--- src/rtl/bt_pkg.sv ---
package bt_pkg;
  typedef enum logic [1:0] {
    ADDR_CTRL = 2'd0,
    ADDR_CNT  = 2'd1,
    ADDR_CMP  = 2'd2,
    ADDR_CLR  = 2'd3
  } bt_addr_e;

  typedef enum logic [1:0] {
    SRC_NONE  = 2'd0,
    SRC_INT   = 2'd1,
    SRC_ASYNC = 2'd2,
    SRC_OFF   = 2'd3
  } bt_src_e;

  typedef struct packed {
    logic    dir_down;
    logic    top_cmp;
    bt_src_e src;
  } bt_ctrl_t;
endpackage

--- src/rtl/bt_ctrl_regs.sv ---
module bt_ctrl_regs
  import bt_pkg::*;
#(
  parameter int CNT_W = 8
) (
  input  logic             clk_i,
  input  logic             rst_ni,
  input  logic             wr_en_i,
  input  logic [1:0]       wr_addr_i,
  input  logic [CNT_W-1:0] wr_data_i,
  input  logic             at_bottom_i,
  output bt_ctrl_t         ctrl_o,
  output logic [CNT_W-1:0] cmp_act_o
);
  localparam int CTRL_W = $bits(bt_ctrl_t);

  bt_ctrl_t         ctrl_q;
  logic [CNT_W-1:0] buf_q, act_q;
  logic             wr_ctrl, wr_cmp;

  assign wr_ctrl = wr_en_i && (bt_addr_e'(wr_addr_i) == ADDR_CTRL);
  assign wr_cmp  = wr_en_i && (bt_addr_e'(wr_addr_i) == ADDR_CMP);

  always_ff @(posedge clk_i or negedge rst_ni) begin
    if (!rst_ni) begin
      ctrl_q <= '0;
      buf_q  <= '0;
      act_q  <= '0;
    end else begin
      if (wr_ctrl) ctrl_q <= bt_ctrl_t'(wr_data_i[CTRL_W-1:0]);
      if (wr_cmp) buf_q <= wr_data_i;
      // transfer only at BOTTOM: period never truncated
      if (at_bottom_i) act_q <= buf_q;
    end
  end

  assign ctrl_o    = ctrl_q;
  assign cmp_act_o = act_q;


  buf_xfer_chk: assert property (@(posedge clk_i) disable iff (!rst_ni)
    !$stable(act_q) |-> $past(at_bottom_i));
endmodule

--- src/rtl/bt_counter.sv ---
module bt_counter #(
  parameter int CNT_W = 8
) (
  input  logic             clk_i,
  input  logic             rst_ni,
  input  logic             tick_i,
  input  logic             load_i,
  input  logic [CNT_W-1:0] load_val_i,
  input  logic             dir_down_i,
  input  logic             top_cmp_i,
  input  logic [CNT_W-1:0] cmp_act_i,
  output logic [CNT_W-1:0] cnt_o,
  output logic             at_bottom_o,
  output logic             wrap_o,
  output logic             match_o
);
  typedef logic [CNT_W-1:0] cnt_t;
  localparam cnt_t MAX_V = '1;

  cnt_t cnt_q, cnt_d, top_v;
  logic blk_q, adv, at_top, at_bot;

  assign top_v  = top_cmp_i ? cmp_act_i : MAX_V;
  assign adv    = tick_i & ~load_i;
  assign at_bot = (cnt_q == '0);
  assign at_top = (cnt_q == top_v);

  always_comb begin
    cnt_d = cnt_q;
    if (load_i) begin
      cnt_d = load_val_i;
    end else if (tick_i) begin
      if (dir_down_i) cnt_d = at_bot ? top_v : cnt_q - 1'b1;
      else            cnt_d = at_top ? '0 : cnt_q + 1'b1;
    end
  end

  always_ff @(posedge clk_i or negedge rst_ni) begin
    if (!rst_ni) begin
      cnt_q <= '0;
      blk_q <= 1'b0;
    end else begin
      cnt_q <= cnt_d;
      // load masks the match of the next strobe
      if (load_i)      blk_q <= 1'b1;
      else if (tick_i) blk_q <= 1'b0;
    end
  end

  assign cnt_o       = cnt_q;
  assign at_bottom_o = at_bot;
  assign wrap_o      = adv & (dir_down_i ? at_bot : at_top);
  assign match_o     = adv & ~blk_q & (cnt_q == cmp_act_i);


  hold_chk: assert property (@(posedge clk_i) disable iff (!rst_ni)
    !tick_i && !load_i |=> $stable(cnt_q));

  up_free_chk: assert property (@(posedge clk_i) disable iff (!rst_ni)
    adv && !dir_down_i && !top_cmp_i |=> cnt_q == cnt_t'($past(cnt_q) + 1'b1));

  down_free_chk: assert property (@(posedge clk_i) disable iff (!rst_ni)
    adv && dir_down_i && !top_cmp_i |=> cnt_q == cnt_t'($past(cnt_q) - 1'b1));

  top_clear_chk: assert property (@(posedge clk_i) disable iff (!rst_ni)
    adv && top_cmp_i && !dir_down_i && (cnt_q == cmp_act_i) |=> cnt_q == '0);

  load_win_chk: assert property (@(posedge clk_i) disable iff (!rst_ni)
    load_i |=> cnt_q == $past(load_val_i));
endmodule

--- src/rtl/bt_flags.sv ---
module bt_flags (
  input  logic       clk_i,
  input  logic       rst_ni,
  input  logic       set_cmp_i,
  input  logic       set_ovf_i,
  input  logic [1:0] clr_i,
  output logic       cmp_flag_o,
  output logic       ovf_flag_o
);
  logic cmp_q, ovf_q;

  always_ff @(posedge clk_i or negedge rst_ni) begin
    if (!rst_ni) begin
      cmp_q <= 1'b0;
      ovf_q <= 1'b0;
    end else begin
      // set wins over a same-cycle clear
      cmp_q <= set_cmp_i | (cmp_q & ~clr_i[0]);
      ovf_q <= set_ovf_i | (ovf_q & ~clr_i[1]);
    end
  end

  assign cmp_flag_o = cmp_q;
  assign ovf_flag_o = ovf_q;


  cmp_sticky_chk: assert property (@(posedge clk_i) disable iff (!rst_ni)
    cmp_q && !clr_i[0] |=> cmp_q);

  ovf_sticky_chk: assert property (@(posedge clk_i) disable iff (!rst_ni)
    ovf_q && !clr_i[1] |=> ovf_q);

  set_wins_chk: assert property (@(posedge clk_i) disable iff (!rst_ni)
    set_cmp_i |=> cmp_q);

  cmp_rise_chk: assert property (@(posedge clk_i) disable iff (!rst_ni)
    $rose(cmp_q) |-> $past(set_cmp_i));
endmodule

--- src/rtl/bidir_timer.sv ---
module bidir_timer
  import bt_pkg::*;
#(
  parameter int CNT_W = 8
) (
  input  logic             clk_i,
  input  logic             rst_ni,
  input  logic             int_tick_i,
  input  logic             async_tick_i,
  input  logic             wr_en_i,
  input  logic [1:0]       wr_addr_i,
  input  logic [CNT_W-1:0] wr_data_i,
  output logic [CNT_W-1:0] cnt_o,
  output logic [CNT_W-1:0] cmp_o,
  output logic             cmp_flag_o,
  output logic             ovf_flag_o
);
  bt_ctrl_t         ctrl;
  logic [CNT_W-1:0] cmp_act;
  logic             tick, load, at_bottom, wrap, match;
  logic [1:0]       clr;

  always_comb begin
    unique case (ctrl.src)
      SRC_INT:   tick = int_tick_i;
      SRC_ASYNC: tick = async_tick_i;
      default:   tick = 1'b0;
    endcase
  end

  assign load = wr_en_i && (bt_addr_e'(wr_addr_i) == ADDR_CNT);
  assign clr  = (wr_en_i && (bt_addr_e'(wr_addr_i) == ADDR_CLR)) ? wr_data_i[1:0] : 2'b00;

  bt_ctrl_regs #(.CNT_W(CNT_W)) u_regs (
    .clk_i       (clk_i),
    .rst_ni      (rst_ni),
    .wr_en_i     (wr_en_i),
    .wr_addr_i   (wr_addr_i),
    .wr_data_i   (wr_data_i),
    .at_bottom_i (at_bottom),
    .ctrl_o      (ctrl),
    .cmp_act_o   (cmp_act)
  );

  bt_counter #(.CNT_W(CNT_W)) u_cnt (
    .clk_i       (clk_i),
    .rst_ni      (rst_ni),
    .tick_i      (tick),
    .load_i      (load),
    .load_val_i  (wr_data_i),
    .dir_down_i  (ctrl.dir_down),
    .top_cmp_i   (ctrl.top_cmp),
    .cmp_act_i   (cmp_act),
    .cnt_o       (cnt_o),
    .at_bottom_o (at_bottom),
    .wrap_o      (wrap),
    .match_o     (match)
  );

  bt_flags u_flags (
    .clk_i      (clk_i),
    .rst_ni     (rst_ni),
    .set_cmp_i  (match),
    .set_ovf_i  (wrap),
    .clr_i      (clr),
    .cmp_flag_o (cmp_flag_o),
    .ovf_flag_o (ovf_flag_o)
  );

  assign cmp_o = cmp_act;
endmodule

--- config.mk ---
export PLATFORM = sky130hd
export DESIGN_NAME = bidir_timer
export DESIGN_NICKNAME = d
export VERILOG_FILES = /design/src/rtl/bt_pkg.sv /design/src/rtl/bt_ctrl_regs.sv /design/src/rtl/bt_counter.sv /design/src/rtl/bt_flags.sv /design/src/rtl/bidir_timer.sv
export SDC_FILE = /design/constraint.sdc
export NUM_CORES = 1
export LEC_CHECK = 0
export ABC_CLOCK_PERIOD_IN_PS = 1910
export BUFFER_PORTS_ARGS = -buffer_cell sky130_fd_sc_hd__buf_4
export CORE_ASPECT_RATIO = 1.75
export CORE_MARGIN = 2
export CORE_UTILIZATION = 25
export DETAILED_ROUTE_END_ITERATION = 6
export PLACE_DENSITY = 0.46
export RECOVER_POWER = 50
export SLEW_MARGIN = 20
export SYNTH_ARGS = -nofsm -noshare
export SYNTH_HDL_FRONTEND = slang
export SYNTH_SLANG_ARGS = --single-unit
--- constraint.sdc ---
create_clock -name clk_i -period 1.91 [get_ports clk_i]
set_clock_uncertainty 0.1 [all_clocks]
set_input_delay 0.0955 -clock clk_i [delete_from_list [all_inputs] [get_ports clk_i]]
set_output_delay 0.0955 -clock clk_i [all_outputs]
set_load 0.05 [all_outputs]
Word-level counts from Yosys, hierarchy flattened
Index checks and enable logic that the tools add are counted.
- register bits after elaboration: 31
- bits in latches: 0
- memory bits (writable): 0
- memory bits (read-only): 0
- input bits: 15
- logic and storage cells: 48
- memories: 0
- add/subtract/negate cells: 2
- multipliers: 0
- divide/modulo/power cells: 0
- magnitude comparators: 0
- equal/unequal tests: 7
- shifts and indexed selects: 0
- muxes and demuxes: 11
- bitwise operators: 12
- reduce and logical (&&, ||, !) cells: 7
- operators with widths (kind ; number):
    8-bit two-way mux ; 6
    8-bit equality test ; 2
    8-bit by 1-bit adder with 8-bit output (second input constant) ; 1
    8-bit logical NOT ; 1
    8-bit by 1-bit subtractor with 8-bit output (second input constant) ; 1
    1-bit bitwise AND ; 6
    2-bit equality test (second input constant) ; 3
    2-bit by 1-bit equality test with 1-bit output (second input constant) ; 2
    1-bit logical AND ; 4
    1-bit inverter ; 4
    1-bit two-way mux ; 3
    2-bit logical NOT ; 1
    2-bit two-way mux ; 1
    1-bit bitwise OR ; 2
    1-bit one-hot mux with 2 select lines ; 1
    2-bit nonzero test ; 1

Depth between registers and ports, before layout
Gate-level depths: netlist of the first run.
- word-level depth: 7
- mapped depth: 10

Hierarchy
A second synthesis of the first run with hierarchy kept.
- cell total of the unflattened synthesis: 215
- area total of the unflattened synthesis: 2134.5 µm²
- by module, submodules not included (module ; times used ; cells an instance ; area each (µm²) ; seq. area each (µm²)):
    bt_counter ; 1 ; 156 ; 1223.7 ; 225.2
    bt_ctrl_regs ; 1 ; 43 ; 769.5 ; 500.5
    bt_flags ; 1 ; 6 ; 72.6 ; 50.0
    bidir_timer ; 1 ; 10 ; 68.8 ; 0.0

Worst setup path after synthesis of the first run
OpenSTA, ideal clock, no wires.
- path type: reg-to-reg
- start: register u_cnt.cnt_q[1], in the netlist u_cnt.cnt_o[1]
- end: register u_cnt.cnt_q[7], in the netlist u_cnt.cnt_o[7]
- setup time: 0.135 ns
- arrival: 2.042 ns
- required time: 1.675 ns
- path slack: -0.367 ns
- cell stages (with the launch flop): 10
- path through: dfrtp_1 > buf_2 > inv_1 > ha_1 > clkbuf_1 > o21bai_1 > a41oi_1 > a41oi_1 > a221oi_1 > o31ai_1
- cells in the longest elaborated chain, start to end: 5
- elaborated cells on any way between the ends: 9
- classes of those cells: add/sub (2); eq/ne (1); mux (5); reduce/logical (1)
- ends and longest elaborated chain (item ; RTL line ; source):
    start: declaration ; bt_counter.sv:20 ; cnt_t cnt_q, cnt_d, top_v;
    start signal: assignment ; bt_counter.sv:43 ; cnt_q <= cnt_d;
    8-bit by 1-bit adder with 8-bit output (tied with other cells) ; bt_counter.sv:34 ; else cnt_d = at_top ? '0 : cnt_q + 1'b1;
    8-bit two-way mux (on tied branches) ; bt_counter.sv:34, bt_counter.sv:33 ;
    8-bit two-way mux (*) ; bt_counter.sv:33 ; if (dir_down_i) cnt_d = at_bot ? top_v : cnt_q - 1'b1;
    8-bit two-way mux (*) ; bt_counter.sv:32 ; end else if (tick_i) begin
    8-bit two-way mux (*) ; bt_counter.sv:30 ; if (load_i) begin
Every way passes the cells marked *; elsewhere a longest branch is shown, timed or not. The select of a mux whose other input is x is not followed.
A chain may end at the register's enable or synchronous reset.

Final worst setup path of the first run
- start: register u_cnt.cnt_q[3], in the netlist u_cnt.cnt_o[3]
- end: register u_cnt.cnt_q[5], in the netlist u_cnt.cnt_o[5]
Same word-level chain as after synthesis.

==> metrics, run 1 <==
outcome finished, violations left; failing checks negative setup slack; final instance area 0.00309 mm2; antenna fix cells 0; CTS root buf clkbuf_16; worst r2r path cells 5; Worst Hold Class input port to flip-flop; Critical Path Fanout Max 5; initial core utilization 25.6%; Rows 44; Post-Syn Nets 252; Worst Setup EP u_cnt.cnt_o[5]; H-tree depth 2; register clock-pin slew on the reported worst setup and hold paths 0.06 ns; Sum Neg Setup Slack -0.0170 ns; buffer levels on the longest clock path 2; Via-to-Cell Ratio 5.05; die height 125 um; min Tclk post-route 1.93 ns; CTS Buf Count 5; FMAX 519 MHz; Netlist cell types 54; Critical path origin u_cnt.cnt_o[3]; Main synth FF type dfrtp_1; commonest non-fill, non-tap cells in the layout buf_4, nand2_1, dfrtp_1; EDFF count, synth 0; Cell Area, Synth 0.00210 mm2; global-route wire length before repair 11700 um; multi-input logic area 0.00127 mm2; DRT iter0 DRCs 82; initial antenna violation count 0; r2r endpoint u_cnt.cnt_o[5]; final wirelength 7550 um; CTS Sinks 31; sequential standard cell area 787 um2; cells after synthesis 233; Cell Area, Placed 0.00275 mm2; fillcell total 835; Overall Global Routing Usage 17.6%; Yosys warnings 0; TritonCTS clock tree built; number of synthesized register bits 31; worst rel slew slack 45.5%; area growth from synthesis to layout 47.5%; Leakage 0.00136 uW; drt wl/cell 18.3 um; Final ANT Viol Nets 0; Power Dens Cells 1490 mW/mm2; RSZ-0062 raised after global routing yes; GR Overflow Total 0; Crit Reg-Reg Startpoint u_cnt.cnt_o[3]; Final Power 4610 uW; DP Worst Slack -0.0350 ns; clock insertion delay at the later pin of the skew report 0.28 ns; register area share after synthesis 37.0%; IO Port Bufs 32; vias after detailed routing 2079; Max VDD drop 713 uV; Max Cap Viol 0; Final Hold Viols 0; I/O pin cnt 33; global placement routability congestion 0.923; crit end category flip-flop; final worst setup slack -0.0170 ns; Finish-stage setup viols 1; reg2reg setup slack -0.02 ns; length of the first detailed-routing pass in iterations 4; Least-Margin Pin Slew 0.818 ns; Die W 73.3 um; crit start category flip-flop; commonest non-fill, non-tap cell in the layout buf_4; via count of the first global-routing pass 2033; Mean Syn Cell Area 9.01 um2; critical path type flip-flop to flip-flop; Nets 338; critical path data arrival time 2.03 ns; crit share post-route 101%; final hold slack 0.0967 ns; post-DP HPWL 5940 um; largest net degree at the start of global routing 32; final routed DRC violation total 0; full die area 0.00917 mm2; Core Area 0.00820 mm2; Worst Path Required 2.02 ns; Post-synth ARST share 100%; layout cell share with drive strength beyond 1 40.3%; Max Slew Vio Count 0
[metrics by stage]
stage,std cells,util [%]
after detailed placement,390,33.6
after global placement,390,33.6
final,412,37.7
after floorplan,233,-
after global routing,412,37.7
after CTS,407,36.8
[cell usage after synthesis, types with 2 or more instances]
cell type | number | area [um2]
a211oi_1 | 2 | 15.0
a21oi_1 | 11 | 55.1
a31oi_1 | 3 | 18.8
a41oi_1 | 2 | 17.5
and3_1 | 4 | 25.0
and4_1 | 2 | 17.5
buf_2 | 5 | 25.0
buf_4 | 4 | 30.0
buf_6 | 2 | 22.5
clkbuf_1 | 5 | 18.8
dfrtp_1 | 31 | 776
ha_1 | 4 | 50.1
inv_1 | 6 | 22.5
mux2_2 | 9 | 101
nand2_1 | 47 | 176
nand3_1 | 6 | 30.0
nand3b_1 | 6 | 45.0
nand4_1 | 3 | 18.8
nor2_1 | 11 | 41.3
nor2b_1 | 3 | 18.8
nor3_1 | 5 | 25.0
nor3b_1 | 3 | 22.5
o211ai_1 | 6 | 45.0
o21ai_0 | 4 | 20.0
o2bb2ai_1 | 3 | 26.3
o31ai_1 | 3 | 22.5
or3_1 | 2 | 12.5
xnor2_1 | 11 | 96.3
xor2_1 | 5 | 43.8
[where the power goes]
part,internal (uW),total [uW],switching [uW]
registers,850,1140,288
clock network,555,846,291
logic,1180,2630,1450
[worst max-delay path, stage by stage (launching register included)]
cell	delay [ns]
dfrtp_2	0.49
nand2_2	0.09
or3_4	0.39
or3_1	0.35
a211o_1	0.31
o211ai_2	0.13
[cells by family after synthesis]
family                   share of synthesized area (%)
buffers and inverters                             5.84
AO/OA/AOI/OAI                                     17.1
flip-flops                                        37.0
AND/OR/NAND/NOR                                   25.7
XOR/XNOR                                          6.68
adder cells (fa/ha/maj)                           2.39
multiplexers                                      5.31
[how the worst min path moves through the flow]
| stage | depth (start not counted) | start | end |
|---|---|---|---|
| 6_report | 4 | wr_addr_i[1] | u_flags.ovf_flag_o |
| 3_3_place_gp | 1 | rst_ni | u_regs.buf_q[4] |
| 4_1_cts | 4 | wr_addr_i[1] | u_flags.ovf_flag_o |
| 2_1_floorplan | 0 | rst_ni | u_cnt.blk_q |
| 3_5_place_dp | 1 | rst_ni | u_regs.buf_q[4] |
| 5_1_grt | 4 | wr_addr_i[1] | u_flags.ovf_flag_o |
[repair_timing]
action,4_1_cts,5_1_grt
gates resized for setup,4,13
gates cloned,0,0
hold endpoints to repair,44,0
buffers inserted,0,5
pin swaps,0,7
hold buffers,9,0
endpoints found under the setup margin,3,9
[sequential cells by signal, summed over array words and instances, names as in the netlist]
signal              flops
u_cnt.blk_q             1
u_flags.ovf_flag_o      1
u_regs.buf_q            8
u_cnt.cnt_o             8
u_flags.cmp_flag_o      1
u_regs.cmp_act_o        8
u_regs.ctrl_o           4
[final cells by class]
| class | count | share of cell area [%] |
|---|---|---|
| timing repair buffer | 95 | 24.0 |
| clock buffer | 8 | 5.05 |
| sequential | 31 | 25.4 |
| inverter | 7 | 0.849 |
| multi-input combinational | 179 | 41.0 |
| tap | 92 | 3.72 |
[metal layers]
layer | GRT usage (%) | vias up | share of wire [%]
met5 | 0 | - | 0
met2 | 31.9 | 59 | 56
met3 | 2.74 | 23 | 3.2
met1 | 18.7 | 992 | 35
li1 | - | 1005 | -
met4 | 9.37 | 0 | 5.6
Power figures use the tool's default switching activity.
==> run 2: changes to the inputs <==
--- a/config.mk
+++ b/config.mk
@@ -7,10 +7,12 @@
 export LEC_CHECK = 0
 export ABC_CLOCK_PERIOD_IN_PS = 1910
 export BUFFER_PORTS_ARGS = -buffer_cell sky130_fd_sc_hd__buf_4
+export CAP_MARGIN = 20
 export CORE_ASPECT_RATIO = 1.75
 export CORE_MARGIN = 2
 export CORE_UTILIZATION = 25
 export DETAILED_ROUTE_END_ITERATION = 6
+export GPL_TIMING_DRIVEN = 0
 export PLACE_DENSITY = 0.46
 export RECOVER_POWER = 50
 export SLEW_MARGIN = 20
==> constraint.sdc (replaced) <==
create_clock -name clk_i -period 1.91 [get_ports clk_i]
set_clock_uncertainty 0.1 [all_clocks]
set_input_delay 0.0955 -clock clk_i [delete_from_list [all_inputs] [get_ports clk_i]]
set_output_delay 0.0955 -clock clk_i [all_outputs]
set_load 0.02 [all_outputs]
==> metrics, run 2 (synthesis results as in run 1) <==
outcome finished, violations left; failing checks negative setup slack; worst path bufs/invs 1; full die area 0.00917 mm2; initial antenna violation count 0; TritonCTS clock tree built; Core Area 0.00820 mm2; clock insertion delay at the later pin of the skew report 0.29 ns; post-DP HPWL 5220 um; crit end category flip-flop; Critical Path Max Stage Delay 0.39 ns; DRT iter0 DRCs 101; commonest non-fill, non-tap cells in the layout buf_4, nand2_1, dfrtp_1; CTS Sinks 31; Die W 73.3 um; die height 125 um; final worst setup slack -0.0600 ns; Max Cap Viol 0; reg2reg setup slack -0.06 ns; via count of the first global-routing pass 2115; critical path data arrival time 2.07 ns; worst rel slew slack 39.6%; hold path start wr_addr_i[1]; IO Port Bufs 32; vias after detailed routing 2080; global-route wire length before repair 11400 um; crit-path cells buf_6 -> ha_4 -> or2_4 -> or3_1 -> a211o_1 -> o211ai_2; buffer levels on the longest clock path 2; layout cell share with drive strength beyond 1 42.9%; area growth from synthesis to layout 52.1%; I/O pin cnt 33; antenna fix cells 0; Max VDD drop 402 uV; drt wl/cell 18.9 um; commonest non-fill, non-tap cell in the layout buf_4; RSZ-0062 raised after global routing yes; Overall Global Routing Usage 17.0%; final wirelength 7590 um; CTS Buf Count 5; crit share post-route 103%; Hold Crit Depth 4; Rows 44; Worst Path Required 2.01 ns; Least-Margin Pin Slew 0.903 ns; Crit Reg-Reg Startpoint u_regs.ctrl_o[1]; register clock-pin slew on the reported worst setup and hold paths 0.05 ns; crit start category flip-flop; largest net degree at the start of global routing 32; Final Power 4420 uW; GR Overflow Total 0; Nets 328; Max Slew Vio Count 0; Power Dens Cells 1390 mW/mm2; length of the first detailed-routing pass in iterations 4; global placement routability congestion 0.913; CTS root buf clkbuf_16; FMAX 508 MHz; Final Hold Viols 0; Worst Hold Class input port to flip-flop; crit-path leading delay family simple AND/OR/NAND/NOR gates; r2r endpoint u_cnt.cnt_o[5]; Worst path slowest cell dfrtp_1; Critical Path Fanout Max 5; final routed DRC violation total 0; Hold Path End u_flags.ovf_flag_o; H-tree depth 2; min Tclk post-route 1.97 ns; Final ANT Viol Nets 0; Crit. path cell count 6; worst r2r path cells 6; Finish-stage setup viols 2; critical path type flip-flop to flip-flop; Sum Neg Setup Slack -0.105 ns; Via-to-Cell Ratio 5.17; Leakage 0.00133 uW; initial core utilization 25.6%
[run 2: worst min-delay path, stage by stage]
cell and delay [ns]:
buf_4 0.13, nand4_1 0.07, nand2_1 0.05, o311ai_1 0.07
[run 2: repair_timing]
item,in CTS,in global routing
hold buffers,9,0
endpoints found under the setup margin,18,10
hold endpoints to repair,44,0
pin swaps,14,15
gates resized for setup,31,26
setup buffers,18,14
[run 2: final cells by class]
type	instances	area, um2
fillers	812	5010
multi-input cells	179	1410
flip-flops and latches	31	785
repair buffers	73	596
clock buffers	6	129
plain buffers	12	121
well taps	92	115
inverters	7	26.3
clock inverters	2	12.5
[run 2: report_power, final]
group | internal, uW | total [uW] | switching, uW | leakage, uW
Clock | 480 | 780 | 300 | 0.0000669
Combinational | 1260 | 2520 | 1250 | 0.000888
Sequential | 843 | 1130 | 284 | 0.000376
[run 2: worst max path at each step]
| stage | slack, ns | startpoint | endpoint |
|---|---|---|---|
| after CTS | -0.07 | u_regs.ctrl_o[0] | u_cnt.cnt_o[5] |
| final | -0.06 | u_regs.ctrl_o[1] | u_cnt.cnt_o[5] |
| after global routing | -0.11 | u_regs.ctrl_o[1] | u_cnt.cnt_o[5] |
| after detailed placement | -0.40 | u_regs.ctrl_o[0] | u_cnt.cnt_o[5] |
| after floorplan | -0.0002 | u_regs.ctrl_o[0] | u_cnt.cnt_o[5] |
| after global placement | -0.44 | u_regs.ctrl_o[0] | u_cnt.cnt_o[5] |
[run 2: metrics by stage]
step / instance area, um2 / worst slack (ns) / hold slack [ns] / util [%] / instances
CTS: 2970 / -0.0737 / 0.0728 / 36.3 / 389
detailed placement: 2470 / -0.398 / -0.0288 / 30.1 / 357
floorplan: 2110 / -0.000186 / -0.300 / - / 233
global route: 3190 / -0.109 / 0.128 / 38.9 / 402
finish: 3190 / -0.0600 / 0.0712 / 38.9 / 402
global placement: 2470 / -0.439 / -0.0354 / 30.1 / 357
[run 2: metal layers]
| metal | vias to the layer above | wire length, um | part of all wire [%] | track usage [%] |
|---|---|---|---|---|
| met3 | 28 | 223 | 2.9 | 2.42 |
| met2 | 64 | 4130 | 54 | 30.8 |
| met5 | - | 0 | 0 | 0 |
| met1 | 1007 | 2700 | 36 | 17.2 |
| met4 | 0 | 524 | 6.9 | 11.4 |
| li1 | 981 | - | - | - |
==> run 3: changes to the inputs <==
--- a/config.mk
+++ b/config.mk
@@ -13,7 +13,8 @@
 export CORE_UTILIZATION = 25
 export DETAILED_ROUTE_END_ITERATION = 6
 export GPL_TIMING_DRIVEN = 0
-export PLACE_DENSITY = 0.46
+export MAX_ROUTING_LAYER = met4
+export PLACE_DENSITY = 0.4
 export RECOVER_POWER = 50
 export SLEW_MARGIN = 20
 export SYNTH_ARGS = -nofsm -noshare
==> metrics, run 3 (synthesis results as in run 1) <==
outcome finished, violations left; failing checks negative setup slack; IO Port Bufs 32; register clock-pin slew on the reported worst setup and hold paths 0.05 ns; CTS root buf clkbuf_16; Worst Path Required 1.96 ns; Critical path origin u_cnt.cnt_o[3]; die height 125 um; full die area 0.00917 mm2; hold path start wr_addr_i[1]; Core Area 0.00820 mm2; worst rel slew slack 39.7%; H-tree depth 2; final hold slack 0.0777 ns; Max VDD drop 606 uV; CTS Buf Count 5; buffer levels on the longest clock path 2; Final Hold Viols 0; Die W 73.3 um; final worst setup slack -0.0590 ns; Finish-stage setup viols 3; Critical Path Fanout Max 5; largest net degree at the start of global routing 32; global-route wire length before repair 11600 um; Least-Margin Pin Slew 0.902 ns; Crit Reg-Reg Startpoint u_cnt.cnt_o[3]; Rows 44; Hold Crit Depth 4; Max Cap Viol 0; drt wl/cell 18.9 um; GR Overflow Total 0; Final Power 4320 uW; critical path type flip-flop to flip-flop; length of the first detailed-routing pass in iterations 4; critical path data arrival time 2.02 ns; Max Slew Vio Count 0; Worst Hold Class input port to flip-flop; area growth from synthesis to layout 47.6%; DP Worst Slack -0.395 ns; clock insertion delay at the later pin of the skew report 0.28 ns; DRT iter0 DRCs 91; post-DP HPWL 5310 um; final routed DRC violation total 0; Sum Neg Setup Slack -0.128 ns; commonest non-fill, non-tap cells in the layout buf_4, nand2_1, dfrtp_1; CTS Sinks 31; initial antenna violation count 0; Overall Global Routing Usage 17.7%; commonest non-fill, non-tap cell in the layout buf_4; final wirelength 7500 um; min Tclk post-route 1.97 ns; RSZ-0062 raised after global routing yes; crit start category flip-flop; fillcell total 831; antenna fix cells 0; Final ANT Viol Nets 0; via count of the first global-routing pass 2093; Power Dens Cells 1400 mW/mm2; Leakage 0.00130 uW; I/O pin cnt 33; crit end category flip-flop; Nets 323; vias after detailed routing 2041; TritonCTS clock tree built; global placement routability congestion 0.869; initial core utilization 25.6%; worst r2r path cells 7; crit share post-route 103%; FMAX 508 MHz; layout cell share with drive strength beyond 1 41.1%; Via-to-Cell Ratio 5.15
run 3: cell count changes in the layout (fill, tap and decap cells not counted), moves of 2 or more:
cell	change
buf_6	-5
buf_4	+3
buf_12	-2
clkbuf_1	-2
run 3: where the power goes:
part,internal (uW),switching (uW)
combinational,1190,1200
sequential,844,298
clock,508,285
total,2540,1780
run 3: metal layers:
layer / global-route usage (%) / routed length (um)
met3: 2.98 / 256
met2: 28.4 / 3870
met4: 13.1 / 544
met1: 18.9 / 2820
met5: - / 0
run 3: per-stage QoR:
step / util (%) / cells / area (um2)
after floorplan: - / 233 / 2110
after global placement: 30.1 / 357 / 2470
after detailed placement: 30.1 / 357 / 2470
after CTS: 36.9 / 395 / 3030
after global routing: 37.8 / 396 / 3100
final: 37.8 / 396 / 3100
run 3: repair_timing:
item / in CTS / in global routing
pin swaps: 18 / 15
hold buffers: 9 / 0
gates resized for setup: 32 / 20
buffers inserted: 25 / 5
hold endpoints to repair: 45 / 0
endpoints found under the setup margin: 18 / 10
run 3: layout make-up:
type | count | area [um2] | area share [%]
Clock buffer | 6 | 139 | 4.48
Buffer | 10 | 103 | 3.31
Sequential cell | 31 | 785 | 25.3
Clock inverter | 1 | 5.00 | 0.162
Multi-Input combinational cell | 179 | 1380 | 44.5
Inverter | 7 | 26.3 | 0.848
Tap cell | 92 | 115 | 3.72
Timing Repair Buffer | 70 | 547 | 17.7
run 3: worst paths after layout:
kind	end	slack (ns)
setup reg to reg	u_cnt.cnt_o[4]	-0.06
hold reg to reg	u_regs.cmp_act_o[6]	0.36
hold / removal	u_flags.ovf_flag_o	0.08
min in group asynchronous	u_regs.cmp_act_o[4]	0.35
setup / recovery	u_cnt.cnt_o[4]	-0.06
max in group asynchronous	u_cnt.cnt_o[2]	0.77
run 3: worst max-delay path, stage by stage, from the launching register on:
cell and delay [ns]:
dfrtp_2 0.47, buf_12 0.15, nor4_4 0.29, and3_4 0.28, buf_8 0.11, nand3b_1 0.12
a31oi_1 0.20, o31ai_1 0.10
